$ cat src/rtl/cursor_regs_dbuf.sv
module cursor_regs_dbuf #(
  parameter bit POS_SELF_ARM = 1'b1,
  parameter int PIPE_W = 2
) (
  input  logic              clk,
  input  logic              rst,
  input  logic              wr_en,
  input  logic [3:0]        wr_addr,
  input  logic [31:0]       wr_data,
  input  logic              vblank,
  input  logic [3:0]        rd_addr,
  output logic [31:0]       rd_data,
  output logic              armed,
  output logic              cur_enable,
  output logic [8:0]        cur_width,
  output logic [8:0]        cur_height,
  output logic signed [15:0] cur_x,
  output logic signed [15:0] cur_y,
  output logic              cur_rot180,
  output logic              cur_gamma,
  output logic              cur_csc,
  output logic [PIPE_W-1:0] cur_pipe,
  output logic [31:0]       cur_base
);
  localparam int PIPE_LSB = 12;

  logic [31:0] p_ctl, p_base, p_pos, p_ht;
  logic [31:0] a_ctl, a_base, a_pos, a_ht;
  logic        armed_q, ctl_seen;
  logic [1:0]  sel, mode;

  assign sel  = wr_addr[3:2];
  assign mode = a_ctl[1:0];

  always_ff @(posedge clk) begin
    if (rst) begin
      p_ctl <= '0; p_base <= '0; p_pos <= '0; p_ht <= '0;
      a_ctl <= '0; a_base <= '0; a_pos <= '0; a_ht <= '0;
      armed_q  <= 1'b0;
      ctl_seen <= 1'b0;
    end else begin
      if (vblank && armed_q) begin
        a_ctl  <= p_ctl;
        a_base <= p_base;
        a_pos  <= p_pos;
        a_ht   <= p_ht;
        armed_q  <= 1'b0;
        ctl_seen <= 1'b0;
      end
      if (wr_en) begin
        case (sel)
          2'd0: begin
            p_ctl    <= wr_data;
            ctl_seen <= 1'b1;
            armed_q  <= (mode == 2'd0) && (wr_data[1:0] != 2'd0);
          end
          2'd1: begin
            p_base  <= wr_data;
            armed_q <= 1'b1;
          end
          2'd2: begin
            p_pos   <= wr_data;
            armed_q <= POS_SELF_ARM && !ctl_seen;
          end
          default: begin
            p_ht    <= wr_data;
            armed_q <= 1'b0;
          end
        endcase
      end
    end
  end

  always_comb begin
    case (rd_addr[3:2])
      2'd0:    rd_data = a_ctl;
      2'd1:    rd_data = a_base;
      2'd2:    rd_data = a_pos;
      default: rd_data = a_ht;
    endcase
  end

  assign armed      = armed_q;
  assign cur_enable = (mode != 2'd0);
  assign cur_width  = (mode == 2'd1) ? 9'd64 :
                      (mode == 2'd2) ? 9'd128 :
                      (mode == 2'd3) ? 9'd256 : 9'd0;
  assign cur_height = !cur_enable ? 9'd0 :
                      a_ht[31]    ? ({1'b0, a_ht[7:0]} + 9'd1) : cur_width;
  assign cur_x = a_pos[15] ? -$signed({1'b0, a_pos[14:0]}) : $signed({1'b0, a_pos[14:0]});
  assign cur_y = a_pos[31] ? -$signed({1'b0, a_pos[30:16]}) : $signed({1'b0, a_pos[30:16]});
  assign cur_rot180 = a_ctl[8];
  assign cur_gamma  = a_ctl[9];
  assign cur_csc    = a_ctl[10];
  assign cur_pipe   = a_ctl[PIPE_LSB +: PIPE_W];
  assign cur_base   = a_base;
endmodule

$ cat config.mk
export PLATFORM = sky130hd
export DESIGN_NAME = cursor_regs_dbuf
export DESIGN_NICKNAME = d
export VERILOG_FILES = /design/src/rtl/cursor_regs_dbuf.sv
export SDC_FILE = /design/constraint.sdc
export NUM_CORES = 1
export LEC_CHECK = 0
export BUFFER_PORTS_ARGS = -buffer_cell sky130_fd_sc_hd__buf_4
export CAP_MARGIN = 10
export CORE_UTILIZATION = 45
export CTS_BUF_LIST = sky130_fd_sc_hd__clkbuf_2 sky130_fd_sc_hd__clkbuf_4 sky130_fd_sc_hd__clkbuf_8
export DETAILED_ROUTE_END_ITERATION = 10
export PLACE_DENSITY = 0.75
export SETUP_SLACK_MARGIN = 0.15
export SKIP_CTS_REPAIR_TIMING = 1
export SYNTH_ARGS = -nofsm -noshare
export SYNTH_HDL_FRONTEND = slang
export SYNTH_SLANG_ARGS = --single-unit
$ cat constraint.sdc
create_clock -name clk -period 1.67 [get_ports clk]
set_input_delay 0.0835 -clock clk [delete_from_list [all_inputs] [get_ports clk]]
set_output_delay 0.0835 -clock clk [all_outputs]
set_load 0.02 [all_outputs]
==> metrics.txt <==
status finished, violations left; failing checks negative hold slack, negative setup slack; worst r2r src armed; DR vias 9,887; path depth of the worst reg2reg path 4; Ports 165; Layout Nets 1,573; die area 24,000 um2; synth cell count leaders nand2_1 (531), a21oi_1 (260), dfxtp_1 (258), clkbuf_1 (65), mux4_2 (31); WS Path Type reg2out; logic gate share of total power 0.075; CP Launch Point a_pos[21]; Post-synth EDFFs 0; Mapped Area 10,500 um2; initial core utilization 0.462; critical path capture point type output port; Critical Path Sink cur_y[12]; pre-CTS setup slack 0.0317 ns; final hold slack -0.0138 ns; WP data required 1.59 ns; Post-Synth Adder-Cell Area 0.00357; vias in the first global route 8,798; Compound-Gate Fraction of Synth Area 0.145; cells after synthesis 1,307; Max-slew headroom 0.454; Synth Area in Simple Gates 0.216; Inst Count DP 1,724; fin cells 1,866; clock network power share 0.429; Cell Rows 55; register area 5260 um2; initial DRC count 655; post-synth top area share 0.491; largest family of logic cells by synthesized area simple AND/OR/NAND/NOR gates; number of max-cap violations 0; Seq/Total Area, Yosys 0.491; most used standard cell by instance count after synthesis nand2_1; Seq pwr share 0.496; Yosys warnings 0; Reg2Reg Capture Point a_pos[16]; power density cells 882 nW/um2; post-synthesis cell type count 40; DIE WIDTH 155 um; largest net degree at the start of global routing 68; Die Y 155 um; syn_area_per_cell 8.06 um2; Placer Congestion 0.795; worst-margin pin slew 0.819 ns; Synth Register Bits 258; setup tns final -10.17 ns; All-Layer GR Usage 0.242; CP startpoint kind flop; Fin. Hold Viols 1; peak supply drop 0.000538 V; DR WL/cell 17.0 um; Max clock buf depth 3; setup slack after layout -0.486 ns; clock slew at reported path FFs 0.06 ns; CTS sink cnt 258; worst skew pair latency 0.55 ns; RSZ-0062 raised after global routing yes; Inserted Diodes 0; Num CTS Buffers 41; R2R Setup Slk 0.32 ns; first-pass GRT wire length 46.4 mm; clock period minus worst slack 2.16 ns; sw power 3.11 mW; max-slew violation count 0; initial antenna violation count 0; skew final 0.0238 ns; input/output buffers 154; CORE AREA 22,800 um2; post-synthesis xor/xnor area fraction 0.0258; CP cell instances nor4_4 > nand4b_1 > buf_6 > o41ai_4 > xnor2_1 > buf_4; Final Core Density 0.635; sw frac 0.244; Multi-input gate area 5340 um2; hpwl dp 19.2 mm; synth top area cells dfxtp_1 (49%), nand2_1 (19%), a21oi_1 (12%), mux4_2 (6.6%), xnor2_1 (2.3%); via/cell ratio 5.30; Yosys top cell by area dfxtp_1; number of fillers in the final layout 1,841; leak pwr 5.49 nW; Max stage delay cell, worst path dfxtp_2; layout cell share with drive strength beyond 1 0.302; Main synth FF type dfxtp_1; setup violators final 55; CTS tree yes; Total Wirelength 31.8 mm; Int Power 9.63 mW; ys async rst share 0; largest stage delay on the critical path 0.35 ns; drt drc 0; CTS root buffer clkbuf_8; CP max FO 3; crit path DAT 2.07 ns; P&R area growth vs syn 37.3%; mux share of post-synthesis cell area 0.0688; max frequency 0.464 GHz; DR pass1 iterations 5; H-tree depth 2; period utilization 1.29; grt total ovfl 0; Final ANT Viol Nets 0; HP Class in2reg
==> sequential cells by signal, indices dropped and copies added, names as in the netlist <==
| register | count |
|---|---|
| a_ctl | 32 |
| p_ctl | 32 |
| armed | 1 |
| a_pos | 32 |
| a_ht | 32 |
| p_base | 32 |
| p_pos | 32 |
| p_ht | 32 |
| ctl_seen | 1 |
| cur_base | 32 |
==> layer usage <==
metal | global-route usage | up-vias | wire length, um
met5 | 0 | - | 0
met4 | 0.0764 | 0 | 800
met3 | 0.0471 | 57 | 1860
met2 | 0.406 | 361 | 15800
met1 | 0.314 | 4736 | 13300
li1 | - | 4733 | -
==> cells in the final DEF (no fill, tap or decap), drive strengths merged <==
cell	n
a21oi	260
a32oi	1
and2	1
and3	2
and3b	1
buf	245
clkbuf	66
clkinv	2
clkinvlp	1
conb	6
dfxtp	258
dlygate4sd3	35
ha	3
inv	8
mux4	32
nand2	531
nand2b	2
nand3	7
nand3b	2
nand4	1
nand4b	1
nor2	16
nor3	3
nor3b	1
nor4	2
o21ai	13
o31ai	8
o32ai	1
o41a	2
o41ai	4
or2	3
or3	1
or3b	1
or4	2
xnor2	28
xor2	3
==> layout make-up <==
class	instances	area share
multi-input cells	938	0.369
inverters	6	0.00173
clock buffers	65	0.0550
repair buffers	281	0.180
clock inverters	5	0.00242
well taps	313	0.0271
flip-flops and latches	258	0.364
==> worst max-delay path, delay by kind of cell, from the launching register on <==
family	cells	cell delay [ns]
compound gates	1	0.22
simple gates	2	0.46
xor+xnor	1	0.16
buf+inv	2	0.35
flops	1	0.35
==> worst min-delay path by stage <==
stage / cells after the start / endpoint / slack (ns) / from
5_1_grt: 4 / armed / 0.05 / wr_addr[3]
3_3_place_gp: 3 / p_ht[2] / 0.36 / wr_data[2]
6_report: 4 / armed / -0.01 / wr_addr[3]
4_1_cts: 3 / p_ctl[5] / -0.21 / wr_data[5]
3_5_place_dp: 3 / p_base[15] / 0.37 / wr_data[15]
2_1_floorplan: 2 / p_base[0] / 0.22 / wr_data[0]
==> stage by stage <==
step	hold slack (ns)	power [mW]	area [um2]
finish	-0.0138	12.7	14500
global route	0.0507	13.2	14500
CTS	-0.214	12.7	13000
detailed placement	0.365	7.31	12200
global placement	0.358	7.29	12200
floorplan	0.219	6.96	10500
==> power groups by stage <==
| stage | Clock, mW | Sequential (mW) | Combinational, mW |
|---|---|---|---|
| CTS | 5.51 | 6.34 | 0.833 |
| finish | 5.47 | 6.32 | 0.953 |
| global placement | 0 | 6.47 | 0.822 |
| floorplan | 0 | 6.47 | 0.490 |
| global route | 5.81 | 6.33 | 1.02 |
| detailed placement | 0 | 6.48 | 0.831 |
==> cells by family (layout without fill, tap and decap cells) <==
group                    Yosys count  count (layout)
multiplexers                      32              32
XOR/XNOR                          31              31
flip-flops                       258             258
AND/OR/NAND/NOR                  577             577
buffers and inverters            116             357
adder cells (fa/ha/maj)            3               3
other                              1               6
AO/OA/AOI/OAI                    289             289
Power figures use the tool's default switching activity.
